**src/rtl/t1_subst_pkg.sv**
```systemverilog
package t1_subst_pkg;

  // Zero-based channel index for a frame position (position 0 is framing).
  function automatic int unsigned chan_of(int unsigned pos, int unsigned cw);
    if (pos == 0) return 0;
    return (pos - 1) / cw;
  endfunction

  // Index of the code bit sent at a position, most significant bit first.
  function automatic int unsigned msb_idx(int unsigned pos, int unsigned cw);
    if (pos == 0) return cw - 1;
    return cw - 1 - ((pos - 1) % cw);
  endfunction

endpackage

```
**src/rtl/t1_frame_timer.sv**
```systemverilog
module t1_frame_timer #(
  parameter int NCH = 24,
  parameter int CW  = 8,
  localparam int FRAME_BITS = NCH * CW + 1,
  localparam int PW  = $clog2(FRAME_BITS),
  localparam int CHW = $clog2(NCH),
  localparam int BW  = $clog2(CW)
) (
  input  logic           clk,
  input  logic           rst_n,
  input  logic           fsync,
  output logic           framing,
  output logic [CHW-1:0] chan,
  output logic [BW-1:0]  bidx
);
  localparam logic [PW-1:0] LAST = PW'(FRAME_BITS - 1);

  logic [PW-1:0] pos_q, pos_now;

  always_comb begin
    if (fsync || pos_q == LAST) pos_now = '0;
    else                        pos_now = pos_q + PW'(1);
  end

  always_ff @(posedge clk or negedge rst_n) begin
    if (!rst_n) pos_q <= LAST;
    else        pos_q <= pos_now;
  end

  assign framing = (pos_now == '0);
  assign chan    = CHW'(t1_subst_pkg::chan_of(int'(pos_now), CW));
  assign bidx    = BW'(t1_subst_pkg::msb_idx(int'(pos_now), CW));

  // the position register never leaves the frame range
  p_pos_range_r2: assert property (@(posedge clk) disable iff (!rst_n)
    pos_q <= LAST);

  // two framing bits in a row only when a sync forces it
  p_no_double_frame_r2: assert property (@(posedge clk) disable iff (!rst_n)
    framing |=> (!framing || fsync));

endmodule

```
**src/rtl/t1_chan_regs.sv**
```systemverilog
module t1_chan_regs #(
  parameter int NCH       = 24,
  parameter int CW        = 8,
  parameter int AW        = 5,
  parameter int SEL_BASE  = 0,
  parameter int INS_BASE  = 3,
  parameter int MODE_ADDR = 6,
  parameter int CODE_BASE = 8,
  localparam int NBANK = (NCH + CW - 1) / CW
) (
  input  logic                    clk,
  input  logic                    rst_n,
  input  logic                    wr_en,
  input  logic [AW-1:0]           wr_addr,
  input  logic [CW-1:0]           wr_data,
  input  logic                    boundary,
  output logic [NCH-1:0]          tx_sel,
  output logic [NCH-1:0]          rx_ins,
  output logic                    loop_mode,
  output logic [NCH-1:0][CW-1:0]  codes
);
  logic [NBANK*CW-1:0]   sh_sel, sh_ins;
  logic                  sh_mode;
  logic [NCH-1:0][CW-1:0] sh_code;

  for (genvar g = 0; g < NBANK; g++) begin : g_bank
    always_ff @(posedge clk or negedge rst_n) begin
      if (!rst_n) begin
        sh_sel[g*CW +: CW] <= '0;
        sh_ins[g*CW +: CW] <= '0;
      end else if (wr_en) begin
        if (wr_addr == AW'(SEL_BASE + g)) sh_sel[g*CW +: CW] <= wr_data;
        if (wr_addr == AW'(INS_BASE + g)) sh_ins[g*CW +: CW] <= wr_data;
      end
    end
  end

  for (genvar c = 0; c < NCH; c++) begin : g_code
    always_ff @(posedge clk or negedge rst_n) begin
      if (!rst_n)                                      sh_code[c] <= '0;
      else if (wr_en && wr_addr == AW'(CODE_BASE + c)) sh_code[c] <= wr_data;
    end
  end

  always_ff @(posedge clk or negedge rst_n) begin
    if (!rst_n)                                   sh_mode <= 1'b0;
    else if (wr_en && wr_addr == AW'(MODE_ADDR)) sh_mode <= wr_data[0];
  end

  // Working copy reloads only at the framing bit
  always_ff @(posedge clk or negedge rst_n) begin
    if (!rst_n) begin
      tx_sel    <= '0;
      rx_ins    <= '0;
      loop_mode <= 1'b0;
      codes     <= '0;
    end else if (boundary) begin
      tx_sel    <= sh_sel[NCH-1:0];
      rx_ins    <= sh_ins[NCH-1:0];
      loop_mode <= sh_mode;
      codes     <= sh_code;
    end
  end

  // working settings never change inside a frame
  p_hold_sel_r9: assert property (@(posedge clk) disable iff (!rst_n)
    !boundary |=> ($stable(tx_sel) && $stable(rx_ins) && $stable(loop_mode)));
  p_hold_code_r9: assert property (@(posedge clk) disable iff (!rst_n)
    !boundary |=> $stable(codes));

endmodule

```
**src/rtl/t1_slot_mux.sv**
```systemverilog
module t1_slot_mux (
  input  logic clk,
  input  logic rst_n,
  input  logic framing,
  input  logic sel,
  input  logic alt_bit,
  input  logic in_bit,
  output logic out_bit
);
  always_ff @(posedge clk or negedge rst_n) begin
    if (!rst_n)                out_bit <= 1'b0;
    else if (!framing && sel)  out_bit <= alt_bit;
    else                       out_bit <= in_bit;
  end

  // the framing bit always passes through
  p_frame_pass_r3: assert property (@(posedge clk) disable iff (!rst_n)
    framing |=> (out_bit == $past(in_bit)));

endmodule

```
**src/rtl/t1_chan_subst.sv**
```systemverilog
module t1_chan_subst #(
  parameter int NCH = 24,
  parameter int CW  = 8,
  parameter int AW  = 5,
  parameter logic [CW-1:0] IDLE_CODE = 8'h7F,
  localparam int CHW = $clog2(NCH),
  localparam int BW  = $clog2(CW)
) (
  input  logic          clk,
  input  logic          rst_n,
  input  logic          fsync,
  input  logic          tx_in,
  input  logic          rx_in,
  input  logic          wr_en,
  input  logic [AW-1:0] wr_addr,
  input  logic [CW-1:0] wr_data,
  output logic          tx_out,
  output logic          rx_out
);
  logic                   framing;
  logic [CHW-1:0]         chan;
  logic [BW-1:0]          bidx;
  logic [NCH-1:0]         tx_sel, rx_ins;
  logic                   loop_mode;
  logic [NCH-1:0][CW-1:0] codes;

  t1_frame_timer #(.NCH(NCH), .CW(CW)) u_timer (
    .clk(clk), .rst_n(rst_n), .fsync(fsync),
    .framing(framing), .chan(chan), .bidx(bidx)
  );

  t1_chan_regs #(.NCH(NCH), .CW(CW), .AW(AW)) u_regs (
    .clk(clk), .rst_n(rst_n), .wr_en(wr_en), .wr_addr(wr_addr),
    .wr_data(wr_data), .boundary(framing),
    .tx_sel(tx_sel), .rx_ins(rx_ins), .loop_mode(loop_mode), .codes(codes)
  );

  // Named events for the checks below
  logic tx_hit, rx_hit, tx_alt, rx_alt;
  assign tx_hit = tx_sel[chan];
  assign rx_hit = rx_ins[chan];
  assign tx_alt = loop_mode ? rx_in : IDLE_CODE[bidx];
  assign rx_alt = codes[chan][bidx];

  t1_slot_mux u_tx_mux (
    .clk(clk), .rst_n(rst_n), .framing(framing), .sel(tx_hit),
    .alt_bit(tx_alt), .in_bit(tx_in), .out_bit(tx_out)
  );

  t1_slot_mux u_rx_mux (
    .clk(clk), .rst_n(rst_n), .framing(framing), .sel(rx_hit),
    .alt_bit(rx_alt), .in_bit(rx_in), .out_bit(rx_out)
  );

  // loopback channels carry the line bit
  p_loop_r6: assert property (@(posedge clk) disable iff (!rst_n)
    (loop_mode && tx_hit && !framing) |=> (tx_out == $past(rx_in)));

  // unselected transmit channels pass through
  p_tx_pass_r7: assert property (@(posedge clk) disable iff (!rst_n)
    (!tx_hit && !framing) |=> (tx_out == $past(tx_in)));

  // first bit of an idle channel is the code's top bit
  p_idle_msb_r5: assert property (@(posedge clk) disable iff (!rst_n)
    (!loop_mode && tx_hit && !framing && bidx == BW'(CW-1))
      |=> (tx_out == IDLE_CODE[CW-1]));

  // uninserted receive channels pass through
  p_rx_pass_r8: assert property (@(posedge clk) disable iff (!rst_n)
    (!rx_hit && !framing) |=> (rx_out == $past(rx_in)));

endmodule

```
**config.mk**
```make
export PLATFORM = sky130hd
export DESIGN_NAME = t1_chan_subst
export DESIGN_NICKNAME = d
export VERILOG_FILES = /design/src/rtl/t1_subst_pkg.sv /design/src/rtl/t1_frame_timer.sv /design/src/rtl/t1_chan_regs.sv /design/src/rtl/t1_slot_mux.sv /design/src/rtl/t1_chan_subst.sv
export SDC_FILE = /design/constraint.sdc
export NUM_CORES = 1
export LEC_CHECK = 0
export BUFFER_PORTS_ARGS = -buffer_cell sky130_fd_sc_hd__buf_2
export CORE_MARGIN = 4
export CORE_UTILIZATION = 35
export CTS_CLUSTER_DIAMETER = 120
export DETAILED_ROUTE_END_ITERATION = 8
export GPL_TIMING_DRIVEN = 0
export SYNTH_ARGS = -nofsm -noshare
export SYNTH_HDL_FRONTEND = slang
export SYNTH_SLANG_ARGS = --single-unit
```
**constraint.sdc**
```tcl
create_clock -name clk -period 5.1 [get_ports clk]
set_input_delay 0.765 -clock clk [delete_from_list [all_inputs] [get_ports clk]]
set_output_delay 0.765 -clock clk [all_outputs]
set_load 0.05 [all_outputs]
```
==> summary.md, run 1 <==
| Metric | Value |
|---|---|
| Status | finished, final reports clean |
| First-pass GRT wire length | 107000 um |
| Crit path DAT | 5530 ps |
| Vias per inst | 5.53 |
| H-tree depth | 2 |
| Post-CTS Hold Buffers | 0 |
| Synthesized cell area | 0.0216 mm2 |
| Die area | 0.0659 mm2 |
| Initial antenna violation count | 4 |
| GPL Wtd Cong | 0.965 |
| Worst Setup Start Kind | flip-flop |
| Worst Hold Class | primary input to async pin |
| Syn-to-layout area delta | 14.8% |
| Max Cap Violations | 0 |
| Pleak | 0.0118 uW |
| Clock transition at the registers of the reported paths | 70 ps |
| Pin slew with the least headroom to its limit | 1350 ps |
| Crit Path Max Fanout | 10 |
| Vert. Die Dim | 257 um |
| Most common cell after layout, fill and taps aside | nand2_1 |
| Fin util | 0.409 |
| Vias | 16600 |
| CTS tree | built |
| Drt pass-1 iters | 7 |
| Root buf cell | clkbuf_16 |
| CP Capture Type | flip-flop |
| Hold Slack | 182 ps |
| Number of CTS-inserted buffers | 51 |
| WS Path Type | flip-flop to flip-flop |
| Grt total ovfl | 0 |
| Seq cells post-synth | 492 |
| Final HPWL DP | 49500 um |
| IO Port Bufs | 12 |
| Clock Latency Late Sink | 610 ps |
| Period utilization | 0.989 |
| EDFF count, synth | 0 |
| Ys Warns | 0 |
| FILL cells | 5884 |
| Total GRT Usage | 0.217 |
| Post-synthesis cell type count | 85 |
| Initial Utilization | 0.356 |
| Ys flop type | dfrtp_1 |
| DRC violations left | 0 |
| I/O pins | 21 |
| RSZ-0062 raised after global routing | yes |
| Max Freq | 198 MHz |
| Synthesized Nets | 2108 |
| Clk sinks | 492 |
| Setup violators final | 0 |
| Core area | 0.0608 mm2 |
| Final WL | 73200 um |
| Total power | 11100 uW |
| Pins Over Slew Limit | 0 |
| Vias in the first global route | 16300 |
| Detailed Route Iter0 Violations | 1902 |
| Die X | 257 um |
| Nets | 2191 |
| Final hold violations | 0 |
| Final cell count without fillers | 2993 |
| Inst Count DP | 2885 |
| Mapped Avg Cell Area | 10.4 um2 |
| WL/cell | 24.5 um |
| Remaining antenna violation count | 0 |
| Clock skew | 20.8 ps |
| Async set or reset register ratio after synthesis | 1.00 |
| Final min period | 5050 ps |
| Largest net degree at the start of global routing | 119 |
| Critical Path RT | 5580 ps |
| Clock buffer depth | 3 |
| Seq/Total Area, Yosys | 0.569 |
| Pwr dens | 448 mW/mm2 |
| Slew Limit Headroom | 0.0978 |
| Syn Inst Count | 2086 |
| Most frequent cells in the layout | nand2_1, dfrtp_1, mux2_2, clkbuf_1, clkbuf_16 |
| Worst IR Drop VDD | 0.000268 V |
| Site Rows | 90 |
| Layout cell share with drive strength beyond 1 | 0.209 |
## through the flow
step / TNS [ps] / instance area, um2 / setup slack, ps
2_1_floorplan: 0 / 21600 / 980
3_3_place_gp: -3337800 / 22700 / -6640
3_5_place_dp: -125720 / 22800 / -1380
4_1_cts: 0 / 24600 / 9.57
5_1_grt: -66.9 / 24800 / -66.9
6_report: 0 / 24800 / 53.6
## layout make-up
type | instances | area (um2) | share of cell area
Clock inverter | 19 | 164 | 0.00660
Antenna cell | 3 | 7.51 | 0.000302
Multi-Input combinational cell | 1441 | 8830 | 0.355
Clock buffer | 73 | 1480 | 0.0596
Buffer | 131 | 683 | 0.0275
Timing Repair Buffer | 31 | 305 | 0.0123
Sequential cell | 492 | 12300 | 0.496
Inverter | 21 | 82.6 | 0.00332
Tap cell | 782 | 978 | 0.0394
## critical path: stages (launching register included)
cell,delay (ps)
dfrtp_1,380
clkbuf_2,180
clkinvlp_4,160
ha_1,160
nor4b_4,330
a31oi_4,200
clkbuf_8,270
nand2_1,150
ha_4,200
inv_1,80
a31oi_2,300
nand4b_4,200
nand2_2,400
clkbuf_2,500
a221oi_1,100
o21ai_0,380
a32oi_2,150
o2111ai_1,140
o311ai_1,200
o31ai_4,400
## synth_stat cells (all sizes together) (3+ instances only)
cell	instances	share of area
a2111oi	5	0.0020
a211o	5	0.0020
a211oi	11	0.0038
a21oi	22	0.0051
a221o	3	0.0014
a221oi	8	0.0043
a311o	4	0.0019
a311oi	5	0.0020
a31oi	15	0.0046
a32oi	5	0.0020
and2	7	0.0020
and3	5	0.0014
buf	37	0.010
clkbuf	95	0.017
dfrtp	490	0.57
ha	3	0.0017
inv	19	0.0033
mux2	259	0.13
mux2i	45	0.021
nand2	797	0.14
nand2b	7	0.0020
nand3	39	0.0090
nand4	9	0.0026
nand4b	5	0.0027
nor2	39	0.0076
nor2b	5	0.0014
nor3	17	0.0045
nor3b	3	0.0010
o2111ai	4	0.0016
o211ai	9	0.0031
o21ai	39	0.0095
o221ai	4	0.0016
o22ai	4	0.0014
o31ai	11	0.0043
or3	4	0.0012
or4	3	0.0010
xnor2	6	0.0024
## registers in the layout (all words and copies together), names as in the netlist
| signal | flops |
|---|---|
| u_regs.codes | 192 |
| u_regs.sh_mode | 1 |
| u_rx_mux.out_bit | 1 |
| u_regs.sh_sel | 24 |
| u_regs.tx_sel | 24 |
| u_regs.rx_ins | 24 |
| u_regs.sh_code | 192 |
| u_timer.pos_q | 8 |
| u_regs.sh_ins | 24 |
| u_tx_mux.out_bit | 1 |
| u_regs.loop_mode | 1 |
## where the power goes
group	total, uW	internal (uW)	switching [uW]
clock	3720	2080	1640
combinational	2120	797	1320
sequential	5290	4790	506
total	11100	7660	3470
## final timing paths
kind / endpoint / start / depth (start not counted) / slack (ps)
setup / recovery: u_rx_mux.out_bit$_DFF_PN0_ / u_timer.pos_q[0]$_DFF_PN0_ / 19 / 50
hold / removal: u_regs.sh_sel[11]$_DFFE_PN0P_ / rst_n / 1 / 180
setup reg to reg: u_rx_mux.out_bit$_DFF_PN0_ / u_timer.pos_q[0]$_DFF_PN0_ / 19 / 50
hold reg to reg: u_regs.codes[62]$_DFFE_PN0P_ / u_regs.sh_code[62]$_DFFE_PN0P_ / 2 / 460
max in group asynchronous: u_regs.sh_code[36]$_DFFE_PN0P_ / rst_n / 4 / 3100
min in group clk: u_tx_mux.out_bit$_DFF_PN0_ / tx_in / 2 / 400
## per-layer routing
layer	vias to the layer above	routed length (um)	GRT usage
met4	0	3010	0.0849
met5	-	0	0
met1	8492	31200	0.300
met2	716	32400	0.330
li1	7182	-	-
met3	165	6590	0.0551
## repair_timing
| item | in CTS | in global routing |
|---|---|---|
| gates resized for setup | 39 | 44 |
| buffers inserted | 7 | 7 |
| pin swaps | 6 | 4 |
| endpoints found under the setup margin | 234 | 125 |
## kinds of logic (layout without fill, tap and decap cells)
group,count (synthesis),after routing,synth area share
simple gates,951,951,0.180
flops,492,492,0.569
mux,305,305,0.157
compound gates,175,175,0.0594
buf+inv,153,275,0.0306
xor+xnor,7,7,0.00283
fa+ha+maj,3,3,0.00173
other cells,0,3,0
(Power assumes the default switching activity.)
==> run 2: changes to the inputs <==
--- a/config.mk
+++ b/config.mk
@@ -10,7 +10,6 @@
 export CORE_UTILIZATION = 35
 export CTS_CLUSTER_DIAMETER = 120
 export DETAILED_ROUTE_END_ITERATION = 8
-export GPL_TIMING_DRIVEN = 0
 export SYNTH_ARGS = -nofsm -noshare
 export SYNTH_HDL_FRONTEND = slang
 export SYNTH_SLANG_ARGS = --single-unit
==> run 2 against run 1 <==
Die area did not move. Sequential cell count unchanged. Register-to-register slack improved by 260 ps. First-iteration DRC count decreased by 16%. Critical path depth is 2 lower. Utilization shrank 0.96 points. Largest cell class unchanged. Sequential power barely moved.
==> summary.md, run 2 (synthesis results as in run 1) <==
| Metric | Value |
|---|---|
| Status | finished, final reports clean |
| Vias per inst | 5.38 |
| Critical Path RT | 5560 ps |
| Pleak | 0.0116 uW |
| Reg-to-reg endpoint | u_rx_mux.out_bit$_DFF_PN0_ |
| Register-to-register setup slack | 320 ps |
| Most frequent cells in the layout | nand2_1, dfrtp_1, mux2_2, clkbuf_16, mux2i_1 |
| Initial antenna violation count | 3 |
| Final cell count without fillers | 2896 |
| # diodes | 0 |
| Final min period | 4780 ps |
| I/O pins | 21 |
| Root buf cell | clkbuf_16 |
| Post-CTS Hold Buffers | 0 |
| WL/cell | 21.1 um |
| Placement Setup Slack | 246 ps |
| Placed Instance Area | 0.0225 mm2 |
| Worst Slack Setup Final | 318 ps |
| Area of the multi-input gates | 0.00868 mm2 |
| Final hold violations | 0 |
| Initial Utilization | 0.356 |
| First-pass GRT wire length | 94900 um |
| Drt pass-1 iters | 6 |
| Max stage delay on crit path | 710 ps |
| H-tree depth | 2 |
| GPL Wtd Cong | 0.897 |
| Clock buffer depth | 3 |
| Final HPWL DP | 37400 um |
| Met3 usage | 0.0414 |
| Clock skew | 18.4 ps |
| Crit path DAT | 5240 ps |
| Vias | 15600 |
| Largest registers | u_regs.codes (192), u_regs.sh_code (192) |
| Layout cell share with drive strength beyond 1 | 0.198 |
| Total GRT Usage | 0.184 |
| FILL cells | 5862 |
| Met2 Track Usage GR | 0.283 |
| Vert. Die Dim | 257 um |
| Nets | 2096 |
| Number of CTS-inserted buffers | 52 |
| Remaining antenna violation count | 0 |
| DRC violations left | 0 |
| RSZ-0062 raised after global routing | no |
| Critical R2R Launch | u_timer.pos_q[0]$_DFF_PN0_ |
| Inst Count DP | 2798 |
| Worst path cell trace | clkinv_1, ha_1, nor4b_4, a31oi_2, nand2_1, ha_1, nand4_1, o21ai_0, o31ai_1, o22a_1, nor2_2, o21ai_0, a221oi_1, a211oi_1, a311o_1, o211ai_1, o31ai_2 |
| CP Capture Type | flip-flop |
| WS Path Type | flip-flop to flip-flop |
| Slew Limit Headroom | 0.222 |
| Crit Path Max Fanout | 10 |
| IO Port Bufs | 20 |
| Clock Latency Late Sink | 600 ps |
| Clk sinks | 492 |
| Die X | 257 um |
| Hold Slack | 134 ps |
| Max Cap Violations | 0 |
| Core area | 0.0608 mm2 |
| Worst Setup Start Kind | flip-flop |
| Worst Hold Class | primary input to async pin |
| CTS tree | built |
| Final WL | 61200 um |
| Die area | 0.0659 mm2 |
| Vias in the first global route | 15400 |
| Pins Over Slew Limit | 0 |
| Detailed Route Iter0 Violations | 1589 |
| Worst IR Drop VDD | 0.000319 V |
| Largest net degree at the start of global routing | 138 |
| CP max-delay cell | nor2_2 |
| GR peak layer | met2 |
| Fin area | 0.0243 mm2 |
| Met1 usage | 0.263 |
| Site Rows | 90 |
| Period utilization | 0.938 |
| Clock transition at the registers of the reported paths | 70 ps |
| Pin slew with the least headroom to its limit | 1160 ps |
| Critical path origin | u_timer.pos_q[0]$_DFF_PN0_ |
| Setup violators final | 0 |
| Max Freq | 209 MHz |
| Pwr dens | 451 mW/mm2 |
| Most common cell after layout, fill and taps aside | nand2_1 |
| Total negative slack | 0 ps |
| Syn-to-layout area delta | 12.1% |
| Register area | 0.0123 mm2 |
| Grt total ovfl | 0 |
| R2R cell count | 17 |
==> run 2: cell count changes in the layout (fill, tap and decap cells not counted), moves of 4 or more <==
| cell | before | now |
|---|---|---|
| clkbuf_1 | 92 | 18 |
| buf_4 | 21 | 38 |
| clkinv_2 | 15 | 6 |
| buf_6 | 9 | 1 |
| clkbuf_2 | 8 | 0 |
| buf_2 | 26 | 19 |
| a2111oi_0 | 1 | 5 |
| a2111oi_2 | 4 | 0 |
| buf_16 | 4 | 0 |
| clkbuf_4 | 4 | 0 |
| mux2i_1 | 41 | 45 |
==> run 2: report_power, final <==
group	switching (uW)	internal, uW	total, uW
logic	1130	751	1880
registers	531	4790	5320
clock network	1560	2180	3740
total	3220	7720	10900
==> run 2: metal layers <==
metal,wire length (um),vias up
met1,27300,7947
met4,1780,0
met5,0,-
met3,4310,120
met2,27800,537
li1,-,6987
==> run 2: cell type report <==
class                   count  area share
clock buffers              85      0.0658
clock inverters             9     0.00351
inverters                  21     0.00325
multi-input cells        1442       0.358
flip-flops and latches    492       0.507
well taps                 782      0.0403
repair buffers             65      0.0217
==> run 2: worst max-delay path by stage <==
stage	to	slack, ps	cells past startpoint
3_3_place_gp	u_rx_mux.out_bit$_DFF_PN0_	280	18
6_report	u_rx_mux.out_bit$_DFF_PN0_	320	17
4_1_cts	u_rx_mux.out_bit$_DFF_PN0_	200	17
5_1_grt	u_rx_mux.out_bit$_DFF_PN0_	100	17
3_5_place_dp	u_rx_mux.out_bit$_DFF_PN0_	250	18
2_1_floorplan	u_tx_mux.out_bit$_DFF_PN0_	980	21
==> run 2: repair_timing <==
action / CTS / global route
setup buffers: 0 / 3
gates resized for setup: 0 / 1
endpoints found under the setup margin: 0 / 1
==> run 2: stage by stage <==
step,power [uW],util
global placement,7170,0.370
floorplan,6510,-
detailed placement,7250,0.370
global route,11500,0.399
finish,10900,0.399
CTS,11000,0.398
==> run 2: critical path, delay by kind of cell, from the launching register on <==
kind	cells	cell delay [ps]
adders and majority gates	2	490
AOI/OAI and AO/OA	10	2240
buffers and inverters	1	180
and+or+nand+nor	4	1240
DFF	1	490
==> run 3: changes to the inputs <==
--- a/config.mk
+++ b/config.mk
@@ -5,11 +5,11 @@
 export SDC_FILE = /design/constraint.sdc
 export NUM_CORES = 1
 export LEC_CHECK = 0
-export BUFFER_PORTS_ARGS = -buffer_cell sky130_fd_sc_hd__buf_2
 export CORE_MARGIN = 4
 export CORE_UTILIZATION = 35
 export CTS_CLUSTER_DIAMETER = 120
 export DETAILED_ROUTE_END_ITERATION = 8
+export DONT_BUFFER_PORTS = 1
 export SYNTH_ARGS = -nofsm -noshare
 export SYNTH_HDL_FRONTEND = slang
 export SYNTH_SLANG_ARGS = --single-unit
==> run 3 against run 2 <==
The run now ends with hold timing, slew limit left. Setup slack improved by 41 ps. Global-route usage fell by 0.23 points. Critical path depth rose by 3. Clock skew rose by 0.57 ps. Fmax rose by 0.86%. Clock power rose by 4%. Cell area fell by 0.53%. Sequential power barely moved. Sequential cell count did not move.
==> summary.md, run 3 (synthesis results as in run 1) <==
| Metric | Value |
|---|---|
| Met1 WL | 27100 um |
| Final HPWL DP | 36500 um |
| Pins Over Slew Limit | 204 |
| Clock skew | 19.0 ps |
| Area of the multi-input gates | 0.00867 mm2 |
| Vert. Die Dim | 257 um |
| Final min period | 4740 ps |
| Net Switching | 3110 uW |
| DRC violations left | 0 |
| Status | finished with violations |
| Pleak | 0.0115 uW |
| Final hold violations | 64 |
| Register area | 0.0123 mm2 |
| Initial antenna violation count | 2 |
| IO Port Bufs | 0 |
| Worst Hold Class | primary input to async pin |
| Most common cell after layout, fill and taps aside | nand2_1 |
| Seq pwr share | 0.488 |
| Placement Setup Slack | 294 ps |
| Grt total ovfl | 0 |
| Crit Path Max Fanout | 22 |
| Internal Power | 7860 uW |
| Slew Limit Headroom | -0.255 |
| Max stage delay on crit path | 500 ps |
| Failing checks | hold timing, slew limit |
| Largest net degree at the start of global routing | 493 |
| Syn-to-layout area delta | 11.5% |
| Clk sinks | 492 |
| RSZ-0062 raised after global routing | no |
| Remaining antenna violation count | 0 |
| Inst Count DP | 2771 |
| Max Cap Violations | 0 |
| WS Path Type | flip-flop to flip-flop |
| Core area | 0.0608 mm2 |
| CP max-delay cell | a2111oi_0 |
| DR WL met2 | 27100 um |
| Pwr dens | 454 mW/mm2 |
| Die X | 257 um |
| Nets | 2068 |
| Clock transition at the registers of the reported paths | 60 ps |
| H-tree depth | 2 |
| Clock Latency Late Sink | 600 ps |
| Highest metal layer with signal wires | met5 |
| Final WL | 60100 um |
| Detailed Route Iter0 Violations | 1445 |
| WL/cell | 20.9 um |
| Total GRT Usage | 0.182 |
| Period utilization | 0.930 |
| Vias per inst | 5.39 |
| Largest registers | u_regs.codes (192), u_regs.sh_code (192) |
| I/O pins | 21 |
| Vias in the first global route | 15400 |
| Root buf cell | clkbuf_16 |
| GPL Wtd Cong | 0.907 |
| Logic pwr share | 0.156 |
| Critical Path RT | 5620 ps |
| Drt pass-1 iters | 6 |
| Worst Slack Setup Final | 359 ps |
| Setup violators final | 0 |
| Worst IR Drop VDD | 0.000270 V |
| Die area | 0.0659 mm2 |
| Power share of the clock group | 0.356 |
| Worst Setup Start Kind | flip-flop |
| Pin slew with the least headroom to its limit | 1880 ps |
| Initial Utilization | 0.356 |
| Worst path cell trace | clkinv_1, ha_1, nor4b_4, a31oi_2, nand2_1, ha_1, nand4_1, o21ai_0, o31ai_1, o22a_1, nor2_4, buf_12, buf_4, buf_4, mux2i_1, a2111oi_0, nor4_1, o2111ai_1, o311ai_1, o31ai_2 |
| FILL cells | 5888 |
| CTS tree | built |
| Layout cell share with drive strength beyond 1 | 0.189 |
| First-pass GRT wire length | 94200 um |
| CP Capture Type | flip-flop |
| Total negative slack | 0 ps |
| Crit path DAT | 5260 ps |
| Sw Share | 0.283 |
| Vias | 15500 |
| Max Freq | 211 MHz |
| Routed met3 length | 4160 um |
| Clock buffer depth | 3 |
| Total power | 11000 uW |
| Most frequent cells in the layout | nand2_1, dfrtp_1, mux2_2, clkbuf_16, mux2i_1 |
| Register-to-register setup slack | 360 ps |
| Hold Slack | -132 ps |
| Site Rows | 90 |
| Final cell count without fillers | 2870 |
| Number of CTS-inserted buffers | 51 |
==> run 3: cell count changes in the layout (fill, tap and decap cells not counted), sizes merged <==
cell      previous run  this run
bufinv               1         5
clkinvlp             0         1
buf                 65        39
diode                0         1
nor2                40        39
clkinv              10         9
clkbuf              85        80
inv                 19        20
==> run 3: routing by layer <==
metal / vias to the layer above / GRT usage
li1: 6915 / -
met1: 7932 / 0.259
met2: 521 / 0.279
met3: 112 / 0.0390
met4: 2 / 0.0565
met5: - / 0
==> run 3: cell type report <==
class / instances / area share
antenna: 1 / 0.000104
tap: 782 / 0.0405
clock buffer: 80 / 0.0641
clock inverter: 14 / 0.00881
sequential: 492 / 0.510
timing repair buffer: 39 / 0.0137
inverter: 21 / 0.00327
multi-input combinational: 1441 / 0.359
==> run 3: power by group through the flow <==
stage	logic [uW]	clock network, uW	registers [uW]
detailed placement	1710	0	5400
floorplan	1330	0	5170
global route	1920	4140	5450
global placement	1650	0	5390
CTS	1710	3990	5340
finish	1710	3900	5350
==> run 3: repair_timing <==
action,4_1_cts,5_1_grt
setup buffers,0,4
endpoints found under the hold margin,490,490
endpoints found under the setup margin,0,1
gates resized for setup,0,0
==> run 3: worst paths after layout <==
kind / from / depth (start not counted) / to
worst max register to register: u_timer.pos_q[0]$_DFF_PN0_ / 20 / u_rx_mux.out_bit$_DFF_PN0_
worst min-delay path: rst_n / 0 / u_regs.sh_sel[20]$_DFFE_PN0P_
worst max-delay path: u_timer.pos_q[0]$_DFF_PN0_ / 20 / u_rx_mux.out_bit$_DFF_PN0_
max in group asynchronous: rst_n / 0 / u_regs.sh_code[133]$_DFFE_PN0P_
min in group clk: fsync / 1 / u_timer.pos_q[3]$_DFF_PN0_
worst min register to register: u_regs.sh_code[94]$_DFFE_PN0P_ / 2 / u_regs.codes[94]$_DFFE_PN0P_
==> run 3: worst max-delay path: cells and delay by family, from the launching register on <==
family | cells | cell delay, ps
AOI/OAI and AO/OA | 8 | 1790
DFF | 1 | 480
muxes | 1 | 150
and+or+nand+nor | 5 | 790
buffers and inverters | 4 | 940
adders and majority gates | 2 | 470
==> run 3: through the flow <==
stage | instance area [um2] | utilization
after floorplan | 21600 | -
after global placement | 22300 | 0.367
after detailed placement | 22300 | 0.367
after CTS | 24100 | 0.396
after global routing | 24100 | 0.397
final | 24100 | 0.397
